File: src/rtl/shift_add_mul_pkg.sv
package shift_add_mul_pkg;

    typedef enum logic [1:0] {
        MS_IDLE = 2'd0,
        MS_RUN  = 2'd1,
        MS_DONE = 2'd2
    } mul_state_e;

endpackage

File: src/rtl/sam_operand_prep.sv
module sam_operand_prep #(
    parameter int W         = 32,
    parameter bit SIGNED_EN = 1'b1
) (
    input  logic         signed_mode,
    input  logic [W-1:0] op_a,
    input  logic [W-1:0] op_b,
    output logic [W-1:0] mag_a,
    output logic [W-1:0] mag_b,
    output logic         neg_result
);

    generate
        if (SIGNED_EN) begin : g_signed
            logic a_neg;
            logic b_neg;
            always_comb begin
                a_neg      = signed_mode & op_a[W-1];
                b_neg      = signed_mode & op_b[W-1];
                mag_a      = a_neg ? (~op_a + {{(W-1){1'b0}}, 1'b1}) : op_a;
                mag_b      = b_neg ? (~op_b + {{(W-1){1'b0}}, 1'b1}) : op_b;
                neg_result = a_neg ^ b_neg;
            end
        end else begin : g_unsigned
            logic unused_mode;
            always_comb begin
                unused_mode = signed_mode;
                mag_a       = op_a;
                mag_b       = op_b;
                neg_result  = 1'b0;
            end
        end
    endgenerate

endmodule

File: src/rtl/sam_control.sv
module sam_control
    import shift_add_mul_pkg::*;
#(
    parameter int W = 32,
    localparam int CW = $clog2(W) + 1
) (
    input  logic clk,
    input  logic rst_n,
    input  logic start,
    output logic load,
    output logic step,
    output logic busy,
    output logic done
);

    typedef struct packed {
        mul_state_e    state;
        logic [CW-1:0] iter;
    } ctrl_t;

    ctrl_t ctl_d, ctl_q;

    always_comb begin
        ctl_d = ctl_q;
        load  = 1'b0;
        step  = 1'b0;
        unique case (ctl_q.state)
            MS_IDLE: begin
                if (start) begin
                    load        = 1'b1;
                    ctl_d.state = MS_RUN;
                    ctl_d.iter  = '0;
                end
            end
            MS_RUN: begin
                step       = 1'b1;
                ctl_d.iter = ctl_q.iter + 1'b1;
                if (ctl_q.iter == CW'(W - 1)) begin
                    ctl_d.state = MS_DONE;
                end
            end
            MS_DONE: begin
                ctl_d.state = MS_IDLE;
            end
            default: ctl_d.state = MS_IDLE;
        endcase
        busy = (ctl_q.state != MS_IDLE);
        done = (ctl_q.state == MS_DONE);
    end

    always_ff @(posedge clk or negedge rst_n) begin
        if (!rst_n) begin
            ctl_q <= '{state: MS_IDLE, iter: '0};
        end else begin
            ctl_q <= ctl_d;
        end
    end

    // Independent step counter used only to check the run length.
    logic [CW:0] chk_steps_q;
    always_ff @(posedge clk or negedge rst_n) begin
        if (!rst_n) begin
            chk_steps_q <= '0;
        end else if (load) begin
            chk_steps_q <= '0;
        end else if (step) begin
            chk_steps_q <= chk_steps_q + 1'b1;
        end
    end

    p_accept_busy_r1: assert property (@(posedge clk) disable iff (!rst_n)
        (start && !busy) |=> busy);

    p_done_single_r4: assert property (@(posedge clk) disable iff (!rst_n)
        done |=> !done);

    p_run_length_r4: assert property (@(posedge clk) disable iff (!rst_n)
        $rose(done) |-> (chk_steps_q == (CW+1)'(W)));

    p_busy_ends_r5: assert property (@(posedge clk) disable iff (!rst_n)
        done |=> !busy);

    p_no_restart_r6: assert property (@(posedge clk) disable iff (!rst_n)
        busy |-> !load);

endmodule

File: src/rtl/sam_datapath.sv
module sam_datapath #(
    parameter int W = 32,
    localparam int PW = 2 * W
) (
    input  logic          clk,
    input  logic          rst_n,
    input  logic          load,
    input  logic          step,
    input  logic [W-1:0]  mag_a,
    input  logic [W-1:0]  mag_b,
    input  logic          neg_in,
    output logic [PW-1:0] prod_raw,
    output logic          neg_out
);

    typedef struct packed {
        logic [PW-1:0] prod;
        logic [W-1:0]  mcand;
        logic          neg;
    } dp_t;

    dp_t dp_d, dp_q;

    logic [W:0]    partial;
    logic [PW:0]   widened;

    always_comb begin
        dp_d    = dp_q;
        partial = {1'b0, dp_q.prod[PW-1:W]}
                + {1'b0, (dp_q.prod[0] ? dp_q.mcand : {W{1'b0}})};
        widened = {partial, dp_q.prod[W-1:0]};
        if (load) begin
            dp_d.prod  = {{W{1'b0}}, mag_b};
            dp_d.mcand = mag_a;
            dp_d.neg   = neg_in;
        end else if (step) begin
            dp_d.prod = widened[PW:1];
        end
        prod_raw = dp_q.prod;
        neg_out  = dp_q.neg;
    end

    always_ff @(posedge clk or negedge rst_n) begin
        if (!rst_n) begin
            dp_q <= '0;
        end else begin
            dp_q <= dp_d;
        end
    end

    p_load_clears_top_r1: assert property (@(posedge clk) disable iff (!rst_n)
        load |=> (prod_raw[PW-1:W] == '0));

    p_idle_hold_r7: assert property (@(posedge clk) disable iff (!rst_n)
        (!load && !step) |=> $stable(prod_raw));

endmodule

File: src/rtl/shift_add_mul.sv
module shift_add_mul
#(
    parameter int W         = 32,
    parameter bit SIGNED_EN = 1'b1,
    localparam int PW = 2 * W
) (
    input  logic          clk,
    input  logic          rst_n,
    input  logic          start,
    input  logic          signed_mode,
    input  logic [W-1:0]  op_a,
    input  logic [W-1:0]  op_b,
    output logic          busy,
    output logic          done,
    output logic [PW-1:0] product
);

    logic [W-1:0]  mag_a, mag_b;
    logic          neg_in, neg_q;
    logic          load, step;
    logic [PW-1:0] prod_raw;

    sam_operand_prep #(.W(W), .SIGNED_EN(SIGNED_EN)) u_prep (
        .signed_mode (signed_mode),
        .op_a        (op_a),
        .op_b        (op_b),
        .mag_a       (mag_a),
        .mag_b       (mag_b),
        .neg_result  (neg_in)
    );

    sam_control #(.W(W)) u_ctrl (
        .clk   (clk),
        .rst_n (rst_n),
        .start (start),
        .load  (load),
        .step  (step),
        .busy  (busy),
        .done  (done)
    );

    sam_datapath #(.W(W)) u_dp (
        .clk      (clk),
        .rst_n    (rst_n),
        .load     (load),
        .step     (step),
        .mag_a    (mag_a),
        .mag_b    (mag_b),
        .neg_in   (neg_in),
        .prod_raw (prod_raw),
        .neg_out  (neg_q)
    );

    // Apply the result sign only at the output.
    always_comb begin
        product = neg_q ? (~prod_raw + {{(PW-1){1'b0}}, 1'b1}) : prod_raw;
    end

    p_hold_after_done_r7: assert property (@(posedge clk) disable iff (!rst_n)
        (done || (!busy && !start)) |=> $stable(product));

    p_done_from_busy_r5: assert property (@(posedge clk) disable iff (!rst_n)
        $rose(done) |-> $past(busy));

endmodule

File: config.mk
export PLATFORM = sky130hd
export DESIGN_NAME = shift_add_mul
export DESIGN_NICKNAME = d
export VERILOG_FILES = /design/src/rtl/shift_add_mul_pkg.sv /design/src/rtl/sam_operand_prep.sv /design/src/rtl/sam_control.sv /design/src/rtl/sam_datapath.sv /design/src/rtl/shift_add_mul.sv
export SDC_FILE = /design/constraint.sdc
export NUM_CORES = 1
export LEC_CHECK = 0
export BUFFER_PORTS_ARGS = -buffer_cell sky130_fd_sc_hd__buf_2
export CORE_UTILIZATION = 65
export DETAILED_ROUTE_END_ITERATION = 8
export HOLD_SLACK_MARGIN = 0.03
export PLACE_DENSITY = 0.88
export SLEW_MARGIN = 20
export SYNTH_ARGS = -nofsm -noshare
export SYNTH_HDL_FRONTEND = slang
export SYNTH_HIERARCHICAL = 1
export SYNTH_SLANG_ARGS = --single-unit
File: constraint.sdc
create_clock -name clk -period 5.6 [get_ports clk]
set_clock_uncertainty 0.2 [all_clocks]
set_input_delay 1.12 -clock clk [delete_from_list [all_inputs] [get_ports clk]]
set_output_delay 1.12 -clock clk [all_outputs]
set_load 0.005 [all_outputs]
==> results.env <==
FINAL_MIN_PERIOD_OVER_CLOCK_PERIOD=0.782
OVERALL_DIE_AREA_UM2=16300
ROUTE.DETAILED.WL_PER_INST_UM=18.7
OUTCOME='completed'
CLK_TRANSITION_REPORTED_PATHS_NS=0.07
DIE-HEIGHT_UM=128
GRTUSAGETOTAL=0.336
EFFECTIVE_UTILIZATION_AT_FLOORPLAN=0.669
FINISH.CELL_COUNT_WITHOUT_FILLERS=1432
GRT_OVERFLOW=0
REPORT.FINAL.HOLD_VIOL_COUNT=0
TIMING.CRITICAL_PATH.SLOWEST_STAGE_CELL='sky130_fd_sc_hd__or4_4'
FP.DIEW_UM=128
GRT_SETUP_UNREPAIRED='false'
NETLIST_AREA_UM2=10200
PLACEMENT_ROWS=45
ANTENNA_VIOLATING_NETS_POST_ROUTE=0
FLOORPLAN.CORE_AREA_UM2=15300
CP_SLOWEST_STAGE_DELAY_NS=0.61
PERIOD_NEEDED_NS=4.38
CTS_RESIZES=0
CLK_LATENCY_NS=0.36
POST_SYNTH_MOST_FREQUENT_CELLS='105 x sky130_fd_sc_hd__dfrtp_1, 104 x sky130_fd_sc_hd__nand2_1, 97 x sky130_fd_sc_hd__xnor2_1'
MAXIMUM_NUMBER_OF_BUFFERS_FROM_CLOCK_ROOT_TO_SINK=2
TRITONCTS_NUM_SINKS=105
NUMBER_OF_ANTENNA_VIOLATIONS_AT_THE_FIRST_CHECK_IN_GLOBAL_ROUTING=0
DIODES=0
ROUTED_WL_UM=26800
YS_SEQ_AREA_FRAC=0.257
P_LEAK_nW=4.52
SYNTH_SEQ_CELLS=105
SYNTH_WARNINGS=6
CTS_ROOT_BUF='sky130_fd_sc_hd__clkbuf_16'
FINAL_MAX_SLEW_VIOL_COUNT=0
HOLD-WORST-SLACK_NS=0.273
FIN_AREA_UM2=10700
GRT_PASS1_WL_UM=43400
HOLDBUFCOUNTCTS=0
PATH_CLASS='flip-flop to output pin'
CRIT_REQUIRED_NS=4.28
SYNTH_TOP_FLOP_CELL='sky130_fd_sc_hd__dfrtp_1'
LAYOUT.AREA.SEQ_UM2=2630
DRT-INITIAL-DRC-COUNT=1138
SYN_TO_FINAL_GROWTH_PCT=4.61
GRT_MAX_DEGREE=105
SYNTH.AREA.TOP_CELLS='sky130_fd_sc_hd__dfrtp_1 26%, sky130_fd_sc_hd__xnor2_1 8.3%, sky130_fd_sc_hd__buf_4 5.0%'
GPL.FINAL_WEIGHTED_CONGESTION=0.951
CRITICAL_PATH_AT_NS=3.06
SYNTHARSTFLOPSHARE=1.00
SYNTH.NET_COUNT=1301
PLACED_CELL_COUNT=1416
YOSYSMOSTFREQUENTCELL='sky130_fd_sc_hd__dfrtp_1'
CTS_POST_SETUP_BUFFERS_INSERTED=0
PIN_COUNT=134
SYNTHESIS.AREA_PER_INSTANCE_UM2=8.56
TIMING.CRITICAL_PATH.TO_TYPE='output pin'
CRIT_FANOUT=15
TRITONCTS_CLOCK_TREE='done'
PRECTSSETUPSLACK_NS=1.73
CRITPATHLAUNCHTYPE='flip-flop'
SYNTH_CELL_TYPE_COUNT=86
WORST-SLEW-PIN-TRANSITION_NS=1.00
MIN_SETUP_SLACK_POST_ROUTE_NS=1.22
NUMBER_OF_ENABLE_FLIP_FLOP_CELLS_AFTER_SYNTHESIS=0
LAYOUT-DRIVE-GT1-SHARE=0.212
TIMING.CRITICAL_PATH.CELLS='or4_4 > nor4_4 > nand4_4 > o31ai_1 > xnor2_1 > buf_2'
FINAL_TNS_SETUP_NS=0
DRT-PASS1-ITER-COUNT=6
FIN_NETS=1321
CAP_VIOL_MAX_COUNT=0
SLEW_HEADROOM=0.333
FINAL.FILL_COUNT=1218
ROUTE.DETAILED.VIAS_PER_INST=6.57
POSTPLACECELLAREA_UM2=10400
POST-SYNTH-TOP-AREA-FRACTION=0.257
FMAX_GHz=0.228
NUMCTSBUFFERS=9
DP.FINAL_HPWL_UM=20100
SYNTH.LARGEST_AREA_CELL='sky130_fd_sc_hd__dfrtp_1'
MIN_PATH_TYPE='flip-flop to flip-flop'
PORT_BUFFERS=133
DRC_ERRORS=0
REPORT.FINAL.SETUP_VIOL=0
CELLS_AFTER_SYNTHESIS=1196
FIRST_GLOBAL_VIAS=8430
VDD_IR_DROP_MAX_uV=275
ROUTE.VIAS.TOTAL=9414
POWER.DENSITY_CELL_AREA_nW_PER_UM2=523
TOTAL_AREA_OF_MULTI_INPUT_COMBINATIONAL_CELLS_UM2=6760
H_TREE_LEVELS=3
==> power by group <==
group	internal, mW	leakage (nW)	switching [mW]	total [mW]
Clock	0.306	0.134	0.301	0.606
Sequential	1.10	1.28	0.575	1.68
Combinational	1.50	3.11	1.82	3.32
==> state kept, by name (all words and copies together) (netlist names) <==
register and flops:
u_dp/dp_q 32, u_dp/prod_raw 64, u_ctrl/ctl_q 8, u_dp/neg_out 1
==> layout by cell type, fill, tap and decap left out, types with 19 or more instances in the layout <==
| master | count |
|---|---|
| sky130_fd_sc_hd__nor2_1 | 66 |
| sky130_fd_sc_hd__a21oi_1 | 52 |
| sky130_fd_sc_hd__nand3_1 | 20 |
| sky130_fd_sc_hd__o21ai_0 | 85 |
| sky130_fd_sc_hd__mux2i_1 | 35 |
| sky130_fd_sc_hd__ha_1 | 36 |
| sky130_fd_sc_hd__mux2_2 | 33 |
| sky130_fd_sc_hd__and2_1 | 40 |
| sky130_fd_sc_hd__o31ai_1 | 39 |
| sky130_fd_sc_hd__or4_1 | 21 |
| sky130_fd_sc_hd__nand4_1 | 19 |
| sky130_fd_sc_hd__nand2_1 | 104 |
| sky130_fd_sc_hd__dfrtp_1 | 103 |
| sky130_fd_sc_hd__buf_2 | 132 |
| sky130_fd_sc_hd__nor3_1 | 36 |
| sky130_fd_sc_hd__xnor2_1 | 97 |
| sky130_fd_sc_hd__xor2_1 | 30 |
==> layout make-up <==
class / count / share of cell area
Sequential cell: 105 / 0.246
Multi-Input combinational cell: 943 / 0.631
Inverter: 19 / 0.00677
Timing Repair Buffer: 138 / 0.0659
Clock inverter: 7 / 0.00502
Clock buffer: 9 / 0.0210
Tap cell: 211 / 0.0246
==> per-stage QoR <==
step	power [mW]	utilization
2_1_floorplan	4.17	-
3_3_place_gp	4.81	0.681
3_5_place_dp	4.90	0.681
4_1_cts	5.53	0.699
5_1_grt	5.99	0.700
6_report	5.60	0.700
==> logic make-up (layout without fill, tap and decap cells) <==
logic type	count (synthesis)	after routing	share of synthesized area
muxes	68	68	0.0705
xor gates and xnor gates	127	127	0.109
AOI/OAI and AO/OA	298	298	0.209
buffers and inverters	148	173	0.0834
DFF	105	105	0.257
adders and majority gates	37	37	0.0459
and+or+nand+nor	413	413	0.226
==> routing by layer <==
metal  track usage  wire [um]  up-vias
met4         0.125        625        0
met2         0.516      11800      549
met3        0.0532       2630       63
met5             0          0        -
li1              -          -     4367
met1         0.476      11800     4435
==> worst paths after layout <==
kind	start	slack, ns	depth (start not counted)	end
max reg2reg	u_dp/prod_raw[0]	2.05	9	u_dp/prod_raw[60]
min in group asynchronous	rst_n	0.65	1	u_dp/prod_raw[57]
min reg2reg	u_ctrl/ctl_q[4]	0.27	1	u_ctrl/ctl_q[4]
min	u_ctrl/ctl_q[4]	0.27	1	u_ctrl/ctl_q[4]
max in group asynchronous	rst_n	3.51	2	u_dp/prod_raw[0]
max	u_dp/prod_raw[20]	1.22	6	product[41]
==> critical path: cells and delay by family, from the launching register on <==
| kind | cells | cell delay, ns |
|---|---|---|
| buffers and inverters | 1 | 0.17 |
| xor gates and xnor gates | 1 | 0.22 |
| and+or+nand+nor | 3 | 1.39 |
| DFF | 1 | 0.44 |
| AOI/OAI and AO/OA | 1 | 0.48 |
(Power assumes the default switching activity.)
